`config.mk`:
```
export PLATFORM = sky130hd
export DESIGN_NAME = frame_addr_filter
export DESIGN_NICKNAME = d
export VERILOG_FILES = /design/src/rtl/frame_addr_filter_pkg.sv /design/src/rtl/frame_addr_filter_dp.sv /design/src/rtl/frame_addr_filter_ctrl.sv /design/src/rtl/frame_addr_filter.sv
export SDC_FILE = /design/constraint.sdc
export NUM_CORES = 1
export LEC_CHECK = 0
export BUFFER_PORTS_ARGS = -buffer_cell sky130_fd_sc_hd__buf_4
export CORE_ASPECT_RATIO = 1.4
export CORE_MARGIN = 2
export CORE_UTILIZATION = 42
export CTS_CLUSTER_SIZE = 25
export DETAILED_ROUTE_END_ITERATION = 12
export HOLD_SLACK_MARGIN = 0.12
export PLACE_DENSITY = 0.79
export SLEW_MARGIN = 20
export SYNTH_ARGS = -nofsm -noshare
export SYNTH_HDL_FRONTEND = slang
export SYNTH_SLANG_ARGS = --single-unit
```
`constraint.sdc`:
```
create_clock -name clk -period 1.8 [get_ports clk]
set_input_delay 0.18 -clock clk [delete_from_list [all_inputs] [get_ports clk]]
set_output_delay 0.18 -clock clk [all_outputs]
set_load 0.02 [all_outputs]
```
`src/rtl/frame_addr_filter_pkg.sv`:
```
package frame_addr_filter_pkg;
  localparam int unsigned AF_REGS  = 4;
  localparam int unsigned AF_PAIRS = AF_REGS / 2;

  typedef struct packed {
    logic captureFirst;  // latch first-byte hit flags (wide mode)
    logic decideNarrow;  // decision on the single narrow address byte
    logic decideWide;    // decision on the second wide address byte
  } filterStrobe_t;
endpackage

```
`src/rtl/frame_addr_filter_dp.sv`:
```
module frame_addr_filter_dp
  import frame_addr_filter_pkg::*;
#(
  parameter int unsigned BYTE_W = 8
) (
  input  logic              clk,
  input  logic              rstN,
  input  filterStrobe_t     strobe,
  input  logic              bypassAll,
  input  logic [BYTE_W-1:0] byteData,
  input  logic [BYTE_W-1:0] addrRegs [AF_REGS],
  input  logic [BYTE_W-1:0] masks    [AF_PAIRS],
  output logic              acceptNarrow,
  output logic              acceptWide
);
  logic [AF_REGS-1:0]  narrowHit;
  logic [AF_PAIRS-1:0] firstHit;
  logic [AF_PAIRS-1:0] secondHit;
  logic [AF_PAIRS-1:0] heldFirst;
  logic                heldOnes;
  logic                isOnes;

  assign isOnes = &byteData;

  // Narrow comparators: registers 0,1 share mask 0; registers 2,3 share mask 1
  for (genvar i = 0; i < AF_REGS; i++) begin : g_narrow
    localparam int unsigned MI = i / 2;
    assign narrowHit[i] = ((byteData ^ addrRegs[i]) & ~masks[MI]) == '0;
  end

  // Wide comparators: pair p is register 2p (first byte) and 2p+1 (second byte)
  for (genvar p = 0; p < AF_PAIRS; p++) begin : g_wide
    assign firstHit[p]  = ((byteData ^ addrRegs[2*p])   & ~masks[0]) == '0;
    assign secondHit[p] = ((byteData ^ addrRegs[2*p+1]) & ~masks[1]) == '0;
  end

  always_ff @(posedge clk or negedge rstN) begin
    if (!rstN) begin
      heldFirst <= '0;
      heldOnes  <= 1'b0;
    end else if (strobe.captureFirst) begin
      heldFirst <= firstHit;
      heldOnes  <= isOnes;
    end
  end

  assign acceptNarrow = bypassAll | (|narrowHit) | isOnes;
  assign acceptWide   = bypassAll | (|(heldFirst & secondHit)) | (heldOnes & isOnes);

  AST_HELD_STABLE: assert property (@(posedge clk) disable iff (!rstN)
    !strobe.captureFirst |=> $stable(heldFirst) && $stable(heldOnes));
endmodule

```
`src/rtl/frame_addr_filter_ctrl.sv`:
```
module frame_addr_filter_ctrl
  import frame_addr_filter_pkg::*;
(
  input  logic          clk,
  input  logic          rstN,
  input  logic          rxEnable,
  input  logic          wideMode,
  input  logic          frameStart,
  input  logic          byteValid,
  input  logic          acceptNarrow,
  input  logic          acceptWide,
  output filterStrobe_t strobe,
  output logic          decisionValid,
  output logic          frameAccept,
  output logic          dataDiscard
);
  typedef enum logic [1:0] {ST_IDLE, ST_ADDR_A, ST_ADDR_B, ST_PAYLOAD} filterState_t;
  filterState_t state;
  logic         takeByte;

  assign takeByte = byteValid && !frameStart;

  always_comb begin
    strobe              = '0;
    strobe.captureFirst = takeByte && (state == ST_ADDR_A) && wideMode;
    strobe.decideNarrow = takeByte && (state == ST_ADDR_A) && !wideMode;
    strobe.decideWide   = takeByte && (state == ST_ADDR_B);
  end

  always_ff @(posedge clk or negedge rstN) begin
    if (!rstN) begin
      state         <= ST_IDLE;
      decisionValid <= 1'b0;
      frameAccept   <= 1'b0;
      dataDiscard   <= 1'b0;
    end else begin
      decisionValid <= 1'b0;
      dataDiscard   <= 1'b0;
      if (frameStart) begin
        state       <= rxEnable ? ST_ADDR_A : ST_IDLE;
        frameAccept <= 1'b0;
      end else if (byteValid) begin
        unique case (state)
          ST_IDLE:    dataDiscard <= 1'b1;
          ST_ADDR_A: begin
            if (wideMode) begin
              state <= ST_ADDR_B;
            end else begin
              state         <= ST_PAYLOAD;
              decisionValid <= 1'b1;
              frameAccept   <= acceptNarrow;
            end
          end
          ST_ADDR_B: begin
            state         <= ST_PAYLOAD;
            decisionValid <= 1'b1;
            frameAccept   <= acceptWide;
          end
          ST_PAYLOAD: dataDiscard <= !frameAccept;
          default:    state <= ST_IDLE;
        endcase
      end
    end
  end

  AST_SINGLE_DECISION: assert property (@(posedge clk) disable iff (!rstN)
    decisionValid |=> !decisionValid);
  AST_WIDE_WAITS: assert property (@(posedge clk) disable iff (!rstN)
    strobe.captureFirst |=> !decisionValid);
  AST_START_CLEARS: assert property (@(posedge clk) disable iff (!rstN)
    frameStart |=> (!frameAccept && !decisionValid));
  AST_NO_DISCARD_ON_ACCEPT: assert property (@(posedge clk) disable iff (!rstN)
    frameAccept |-> !dataDiscard);
  AST_DISABLED_IDLE: assert property (@(posedge clk) disable iff (!rstN)
    (frameStart && !rxEnable) |=> (state == ST_IDLE));
endmodule

```
`src/rtl/frame_addr_filter.sv`:
```
module frame_addr_filter
  import frame_addr_filter_pkg::*;
#(
  parameter int unsigned BYTE_W = 8
) (
  input  logic              clk,
  input  logic              rstN,
  input  logic              rxEnable,
  input  logic              wideMode,
  input  logic              bypassAll,
  input  logic              frameStart,
  input  logic              byteValid,
  input  logic [BYTE_W-1:0] byteData,
  input  logic [BYTE_W-1:0] stAddr0,
  input  logic [BYTE_W-1:0] stAddr1,
  input  logic [BYTE_W-1:0] stAddr2,
  input  logic [BYTE_W-1:0] stAddr3,
  input  logic [BYTE_W-1:0] addrMask0,
  input  logic [BYTE_W-1:0] addrMask1,
  output logic              decisionValid,
  output logic              frameAccept,
  output logic              dataDiscard
);
  logic [BYTE_W-1:0] addrRegs [AF_REGS];
  logic [BYTE_W-1:0] masks    [AF_PAIRS];
  filterStrobe_t     strobe;
  logic              acceptNarrow;
  logic              acceptWide;

  assign addrRegs[0] = stAddr0;
  assign addrRegs[1] = stAddr1;
  assign addrRegs[2] = stAddr2;
  assign addrRegs[3] = stAddr3;
  assign masks[0]    = addrMask0;
  assign masks[1]    = addrMask1;

  frame_addr_filter_ctrl u_ctrl (
    .clk          (clk),
    .rstN         (rstN),
    .rxEnable     (rxEnable),
    .wideMode     (wideMode),
    .frameStart   (frameStart),
    .byteValid    (byteValid),
    .acceptNarrow (acceptNarrow),
    .acceptWide   (acceptWide),
    .strobe       (strobe),
    .decisionValid(decisionValid),
    .frameAccept  (frameAccept),
    .dataDiscard  (dataDiscard)
  );

  frame_addr_filter_dp #(.BYTE_W(BYTE_W)) u_dp (
    .clk          (clk),
    .rstN         (rstN),
    .strobe       (strobe),
    .bypassAll    (bypassAll),
    .byteData     (byteData),
    .addrRegs     (addrRegs),
    .masks        (masks),
    .acceptNarrow (acceptNarrow),
    .acceptWide   (acceptWide)
  );
endmodule

```
After elaboration in Yosys (flattened, before gate mapping)
Cells that the tools add are included.
{"block": "word_totals", "ff_bits": 8, "output_inout_bits": 3, "elab_cells": 63, "inputBits": 63}
{"block": "op_classes", "muxes": 16, "reduce_logical": 19, "n_eq_ne": 4, "bitwise": 18}
{"cell": "8-bit AND", "n": 6}
{"cell": "8-bit zero test", "n": 6}
{"cell": "8-bit bitwise XOR", "n": 4}
{"cell": "8-bit NOT", "n": 2}
{"cell": "1-bit 2-to-1 mux", "n": 10}
{"cell": "8-bit AND reduction", "n": 1}
{"cell": "1-bit one-hot mux with 2 select lines", "n": 3}
{"cell": "2-bit == test (second input constant)", "n": 2}
{"cell": "2-bit 2-to-1 mux", "n": 2}
{"cell": "1-bit OR", "n": 4}
{"cell": "2-bit one-hot mux with 2 select lines", "n": 1}
{"cell": "4-bit OR reduction", "n": 1}
{"cell": "1-bit logical AND", "n": 3}
{"cell": "3-bit != test (second input constant)", "n": 1}
{"cell": "3-bit AND reduction", "n": 1}
{"cell": "3-bit nonzero test", "n": 1}
{"cell": "2-bit AND", "n": 1}
{"cell": "2-bit by 1-bit == test with 1-bit output (second input constant)", "n": 1}
{"cell": "1-bit zero test", "n": 2}
{"cell": "2-bit zero test", "n": 1}
{"cell": "2-bit AND reduction", "n": 1}
{"cell": "2-bit nonzero test", "n": 1}
{"cell": "2-bit OR reduction", "n": 1}
{"cell": "1-bit AND", "n": 1}

Longest topological paths before layout
Gate-level depths: netlist (run 1).
{"block": "depth", "word_depth": 10, "depth_mapped": 7, "mapped_depth_nobuf": 7}

Hierarchy
Synthesis (run 1) repeated with hierarchy kept, for this count alone.
{"block": "hier_totals", "cells_unflattened": 118, "area_unflattened_um2": 1043.5}
{"mod": "frame_addr_filter_dp", "cells_each": 85, "n_inst": 1, "area_each_um2": 708.2}
{"mod": "frame_addr_filter_ctrl", "cells_each": 33, "n_inst": 1, "area_each_um2": 335.3}

Worst setup path after synthesis (run 1)
No wires, ideal clock.
{"block": "synth_timing", "path_kind": "flip-flop to flip-flop", "start": "register u_ctrl.state[1]", "end": "register u_ctrl.frameAccept", "stages_incl_launch_ff": 7, "setup_ns": 0.088, "t_arrival_ns": 1.266, "synth_period_minus_slack_ns": 1.354, "setup_slack_ns": 0.446, "path_buffers": 0, "required_time_ns": 1.712, "cell_sequence": "dfrtp_1 inv_1 ha_1 nor2b_1 o21ai_0 a21o_1 a41oi_1"}
{"block": "synth_via", "elab_chain_cells": 4}
{"element": "from (decl)", "line_no": "frame_addr_filter_ctrl.sv:18", "source": "filterState_t state;"}
{"element": "from (signal assigned)", "line_no": "frame_addr_filter_ctrl.sv:40", "source": "state <= rxEnable ? ST_ADDR_A : ST_IDLE;"}
{"element": "2-bit == test or 2-bit by 1-bit == test with 1-bit output (tied branches)"}
{"element": "1-bit one-hot mux with 2 select lines", "line_no": "frame_addr_filter_ctrl.sv:43", "source": "unique case (state)"}
{"element": "1-bit 2-to-1 mux", "line_no": "frame_addr_filter_ctrl.sv:42", "source": "end else if (byteValid) begin"}
{"element": "1-bit 2-to-1 mux", "line_no": "frame_addr_filter_ctrl.sv:39", "source": "if (frameStart) begin"}
{"element": "to (signal assigned)", "line_no": "frame_addr_filter_ctrl.sv:51", "source": "frameAccept <= acceptNarrow;"}
{"element": "to (signal assigned)", "line_no": "frame_addr_filter_ctrl.sv:57", "source": "frameAccept <= acceptWide;"}
{"element": "to (decl)", "line_no": "frame_addr_filter_ctrl.sv:14", "source": "output logic frameAccept,"}
Parallel ways exist; a longest one is shown, timed or not. The select of a mux whose other input is x is not followed.
A chain may end at the register's enable or synchronous reset.

Final worst setup path (run 1)
Same ends and word-level chain as after synthesis.

==> out/metrics.cfg, run 1 <==
[finish]
antennaDiodeCount=0
areaGrowthSynthToFinish_pct=46.20
drive_gt1_share_pct=41.24
layout.nets=246
fill_cells=207
final_area_um2=1493

[die]
core_area_um2=2338
row_count=21
die_area_um2=2847
die_w_um=45.67
ioPinCount=66
die_y_um=62.34
initial_core_util_pct=43.66

[sta]
skew_ps=3.104
tightest_slew_ps=341.0
hold_violations=0
fin_crit_sh_pct=87.47
fin_ws_ps=225.5
fmax_mhz=635.1
slew_headroom_pct=77.06
fin_crit_ps=1575
finalSetupViolCount=0
tns_ps=0
rsz0062_at_grt=no
timing.final.max_slew_violations=0

[clocking]
root_buffer=clkbuf_4
cts.clk_slew.worst_paths_ps=50
clkLatencyLatePin_ps=250
cts_max_path_buffers=2
cts_buffers=3
cts_tree=done
clock-sinks=8
post-cts-setup-buffers=0
htreeDepth=1
cts-resized-gates=0

[synthesis]
synth_common_cells=xnor2_1 (29), o22ai_1 (21), dfrtp_1 (8)
async_flop_share_pct=100.0
synthesis.nets=183
synth_seq_area_share_pct=19.61
synth_cells=116
ys_ff_latch=8
synth_compound_area_share_pct=24.51
yosysMostFrequentCell=xnor2_1
yosysTopAreaCellShare_pct=24.88
synth_flop_cell=dfrtp_1
synthMuxAreaShare_pct=2.206
synth_top_family_by_area=XOR/XNOR gates
synth-edff-count=0
synth_area_per_cell_um2=8.802
yosysWarnings=0
yosys.area.top_type=xnor2_1
synth-simple-area-share_pct=10.05
synth_area_um2=1021
netlist_top_cells_area=xnor2_1 (25%), dfrtp_1 (20%), o22ai_1 (13%), buf_6 (6.6%), ha_1 (4.9%)
synthXorXnorAreaFrac_pct=29.66
synth_fa_ha_area_share_pct=4.902
synth_cell_types=30

[grt]
grt-ovfl-total=0
use_met1_pct=25.13
grt_busiest_layer=met2
grt_pass1_vias=1196
antenna_found_initial=0
track_usage_pct=24.02
use_met2_pct=43.49
grt_pass1_wl_mm=5.147
grt_start_max_net_pins=9
use_met3_pct=2.035

[detailed_routing]
vias_per_cell=5.780
drtPass1Iterations=4
final_antenna_net_count=0
wl_mm=3.171
wl_per_cell_um=15.86
drt-initial-drc-count=29
vias=1156
drc=0

[run_status]
status=complete, no violations

[setup_path]
ff2ff_path_depth=6
cp_slowest_cell=dfrtp_1
arrival_ps=1730
startpoint_type=flop
r2r_slack_ps=230
endpoint=u_ctrl.frameAccept
path_cells=inv_1 > ha_1 > nor2b_1 > o21ai_0 > a21o_1 > a41oi_1
crit_path_end_kind=flop
worstSetupPathDepth=6
reg2reg_from=u_ctrl.state[1]
cp_top_family=compound AO/OA/AOI/OAI gates
r2r-end=u_ctrl.frameAccept
cp_data_required_time_ps=1960
crit_fanout=6
worst_path_largest_cell_delay_ps=400
startpoint=u_ctrl.state[1]
cp.buffers_inverters=1
worstSetupPathType=flop to flop

[flow_run]
maxCapViolCount=0

[power_and_ir_drop]
peakVddDrop_mv=0.2764
power_leakage_nw=0.6655
p_per_area_nw_per_um2=486.5

[placement]
place_area_um2=1460
dp.final_hpwl_mm=2.837
dp_slack_ps=220.9
numPortBuffers=65
gp_congestion=0.8484

[min_path]
hold_path.class=input pin to flop

## state kept, by name, indices dropped and copies added (netlist names)
| name | cells |
|---|---|
| u_ctrl.state | 2 |
| u_dp.heldOnes | 1 |
| u_ctrl.frameAccept | 1 |
| u_ctrl.decisionValid | 1 |
| u_ctrl.dataDiscard | 1 |
| u_dp.heldFirst | 2 |
## layer usage
metal	routed length (µm)	vias to the layer above	share of wire, %
li1	-	553	-
met1	1096	505	35
met2	1680	80	53
met3	251	18	7.9
met4	143	0	4.5
met5	0	-	0
## placed cells by master, fill, tap and decap left out, types with 4 or more instances in the layout
master	synthesis	final
buf_4	0	65
dfrtp_1	8	8
ha_1	4	4
inv_1	4	4
nor2_1	7	7
o21ai_0	4	4
o22ai_1	21	21
xnor2_1	29	29
## kinds of logic (layout without fill, tap and decap cells)
logic type               Yosys count  after routing
AO/OA/AOI/OAI                     38             38
multiplexers                       2              2
adder cells (fa/ha/maj)            4              4
buffers and inverters             12             73
AND/OR/NAND/NOR                   20             20
flip-flops                         8              8
XOR/XNOR                          32             32
## power by group
part / internal [mW] / switching (mW) / leakage (nW) / total [mW]
Sequential: 0.198 / 0.0135 / 0.108 / 0.211
Combinational: 0.210 / 0.171 / 0.544 / 0.381
Clock: 0.0761 / 0.0579 / 0.0138 / 0.134
## per-stage QoR
stage / hold WS [ps] / utilization, % / cells / power (mW)
6_report: 126.2 / 63.83 / 200 / 0.7262
5_1_grt: 127.5 / 63.83 / 200 / 0.7782
4_1_cts: 121.3 / 63.83 / 200 / 0.7330
3_5_place_dp: 9.355 / 62.44 / 196 / 0.5924
3_3_place_gp: 1.602 / 62.44 / 196 / 0.5846
2_1_floorplan: -115.6 / - / 116 / 0.4254
## worst min-delay path by stage
stage / from / slack, ps / cells after the start / to
floorplan: rstN / -120 / 0 / u_ctrl.dataDiscard
global placement: rstN / 2 / 1 / u_ctrl.state[1]
detailed placement: rstN / 9 / 1 / u_ctrl.decisionValid
CTS: frameStart / 120 / 2 / u_ctrl.state[1]
global route: frameStart / 130 / 2 / u_ctrl.state[1]
finish: frameStart / 130 / 2 / u_ctrl.state[1]
## final cells by class
type	instances	area (µm²)	share of cell area [%]
clock buffers	3	22.52	1.509
well taps	23	28.78	1.928
flip-flops and latches	8	200.2	13.41
inverters	4	15.01	1.006
multi-input cells	96	728.2	48.78
repair buffers	66	498.0	33.36
## timing repair
action | in CTS | in global routing
hold buffers | 1 | 0
hold endpoints to repair | 8 | 0
setup endpoints to repair | 0 | 0
(Power assumes the default switching activity.)
==> run 2, diff against run 1 <==
--- a/config.mk
+++ b/config.mk
@@ -12,7 +12,7 @@
 export CTS_CLUSTER_SIZE = 25
 export DETAILED_ROUTE_END_ITERATION = 12
 export HOLD_SLACK_MARGIN = 0.12
-export PLACE_DENSITY = 0.79
+export PLACE_DENSITY = 0.8
 export SLEW_MARGIN = 20
 export SYNTH_ARGS = -nofsm -noshare
 export SYNTH_HDL_FRONTEND = slang
==> out/metrics.cfg, run 2 (synthesized netlist as in run 1, its figures left out) <==
[grt]
grt_start_max_net_pins=9  ; unchanged
grt_pass1_wl_mm=5.209  ; was 5.147 mm
grt_pass1_vias=1245  ; was 1,196
grt-ovfl-total=0  ; unchanged
antenna_found_initial=0  ; unchanged
track_usage_pct=24.50  ; was 24.02%

[run_status]
status=complete, no violations  ; unchanged

[die]
die_y_um=62.34  ; unchanged
die_area_um2=2847  ; unchanged
die_w_um=45.67  ; unchanged
ioPinCount=66  ; unchanged
row_count=21  ; unchanged
initial_core_util_pct=43.66  ; unchanged
core_area_um2=2338  ; unchanged

[finish]
areaGrowthSynthToFinish_pct=47.18  ; was 46.20%
layout.nets=247  ; was 246
layout_common_cells=buf_4 (65), xnor2_1 (29), o22ai_1 (21)  ; unchanged
final_area_um2=1503  ; was 1493 µm²
reg.largest.list=u_ctrl.state (2), u_dp.heldFirst (2)  ; unchanged
drive_gt1_share_pct=41.01  ; was 41.24%
antennaDiodeCount=0  ; unchanged
mostFrequentLayoutCell=buf_4  ; unchanged

[sta]
fmax_mhz=665.6  ; was 635.1 MHz
hold_violations=0  ; unchanged
hold_ws_ps=136.9  ; was 126.2 ps
fin_crit_sh_pct=83.47  ; was 87.47%
fin_crit_ps=1502  ; was 1575 ps
slew_headroom_pct=74.14  ; was 77.06%
skew_ps=1.557  ; was 3.104 ps
fin_ws_ps=297.6  ; was 225.5 ps
finalSetupViolCount=0  ; unchanged
tightest_slew_ps=384.3  ; was 341.0 ps
rsz0062_at_grt=no  ; unchanged
tns_ps=0  ; unchanged
timing.final.max_slew_violations=0  ; unchanged

[setup_path]
r2r_slack_ps=300  ; was 230 ps
worstSetupPathType=flop to flop  ; unchanged
startpoint_type=flop  ; unchanged
cp_top_family=compound AO/OA/AOI/OAI gates  ; unchanged
r2r-end=u_ctrl.frameAccept  ; unchanged
reg2reg_from=u_ctrl.state[1]  ; unchanged
crit_path_end_kind=flop  ; unchanged
arrival_ps=1680  ; was 1730 ps
ff2ff_path_depth=6  ; unchanged
cp_slowest_cell=dfrtp_1  ; unchanged
worst_path_largest_cell_delay_ps=390  ; was 400 ps
cp.buffers_inverters=1  ; unchanged
crit_fanout=6  ; unchanged
cp_data_required_time_ps=1980  ; was 1960 ps
path_cells=inv_1 > ha_1 > nor2b_1 > o21ai_0 > a21o_1 > a41oi_1  ; unchanged

[placement]
gp_congestion=1.006  ; was 0.8484
place_area_um2=1460  ; unchanged
dp.final_hpwl_mm=2.750  ; was 2.837 mm
dp_slack_ps=313.2  ; was 220.9 ps
numPortBuffers=65  ; unchanged

[power_and_ir_drop]
p_sw_share_pct=34.01  ; was 33.42%
power_leakage_nw=0.6697  ; was 0.6655 nW
switchingPower_mw=0.2500  ; was 0.2427 mW
p_per_area_nw_per_um2=489.3  ; was 486.5 nW/µm²
combPwrFrac_pct=52.1  ; was 52.5%
seqPwrFrac_pct=28.5  ; was 29.1%
intPower_mw=0.4852  ; was 0.4835 mW
power_mw=0.7352  ; was 0.7262 mW
peakVddDrop_mv=0.2486  ; was 0.2764 mV
clkPwrFrac_pct=19.3  ; was 18.4%

[clocking]
ctsHoldBuffers=2  ; was 1
cts_max_path_buffers=2  ; unchanged
clock-sinks=8  ; unchanged
clkLatencyLatePin_ps=260  ; was 250 ps
cts.clk_slew.worst_paths_ps=50  ; about the same
cts_buffers=3  ; unchanged
cts_tree=done  ; unchanged
post-cts-setup-buffers=0  ; unchanged
cts-resized-gates=0  ; unchanged
htreeDepth=1  ; unchanged
root_buffer=clkbuf_4  ; unchanged

[min_path]
holdCritStartpoint=rxEnable  ; was frameStart
whs_endpoint=u_ctrl.state[0]  ; was u_ctrl.state[1]
hold_path.class=input pin to flop  ; unchanged
holdPathStages=3  ; was 2

[detailed_routing]
drt-initial-drc-count=43  ; was 29
vias=1207  ; was 1,156
vias_per_cell=6.005  ; was 5.780
wl_per_cell_um=15.75  ; was 15.86 µm
wl_mm=3.166  ; was 3.171 mm
drc=0  ; unchanged
drtPass1Iterations=4  ; unchanged
final_antenna_net_count=0  ; unchanged

[flow_run]
maxCapViolCount=0  ; unchanged

-- run 2: per-layer routing --
layer  vias up  track usage (%)  routed length [µm]
li1        553                -                   -
met1       539            25.05                1040
met2        96            43.31                1676
met3        19            3.198                 295
met4         0            15.07                 153
met5         -                0                   0
-- run 2: layout make-up --
| class | instances | area, µm² |
|---|---|---|
| Inverter | 4 | 15.01 |
| Multi-Input combinational cell | 96 | 728.2 |
| Clock buffer | 3 | 22.52 |
| Tap cell | 23 | 28.78 |
| Fill cell | 190 | 835.8 |
| Sequential cell | 8 | 200.2 |
| Timing Repair Buffer | 67 | 508.0 |
-- run 2: how the worst max path moves through the flow --
stage	from	endpoint	slack, ps	cells past startpoint
3_5_place_dp	u_ctrl.state[1]	u_ctrl.frameAccept	310	6
5_1_grt	u_ctrl.state[0]	u_ctrl.frameAccept	130	7
4_1_cts	u_ctrl.state[1]	u_ctrl.frameAccept	300	6
6_report	u_ctrl.state[1]	u_ctrl.frameAccept	300	6
2_1_floorplan	u_ctrl.state[1]	u_ctrl.frameAccept	450	6
3_3_place_gp	u_ctrl.state[0]	u_ctrl.frameAccept	340	7
-- run 2: metrics by stage --
stage / std cells / utilization, %
after floorplan: 116 / -
after global placement: 196 / 62.44
after detailed placement: 196 / 62.44
after CTS: 201 / 64.26
after global routing: 201 / 64.26
final: 201 / 64.26
-- run 2: worst register-to-register path: stages (launching register included) --
cell     delay, ps
dfrtp_1        390
inv_1          100
ha_1           260
nor2b_1        200
o21ai_0        130
a21o_1         190
a41oi_1        150
-- run 2: power groups by stage --
stage          Combinational (mW)  Clock, mW  Sequential [mW]
4_1_cts                     0.379      0.144            0.210
6_report                    0.383      0.142            0.210
3_5_place_dp                0.376          0            0.212
2_1_floorplan               0.209          0            0.216
5_1_grt                     0.413      0.150            0.212
3_3_place_gp                0.367          0            0.212
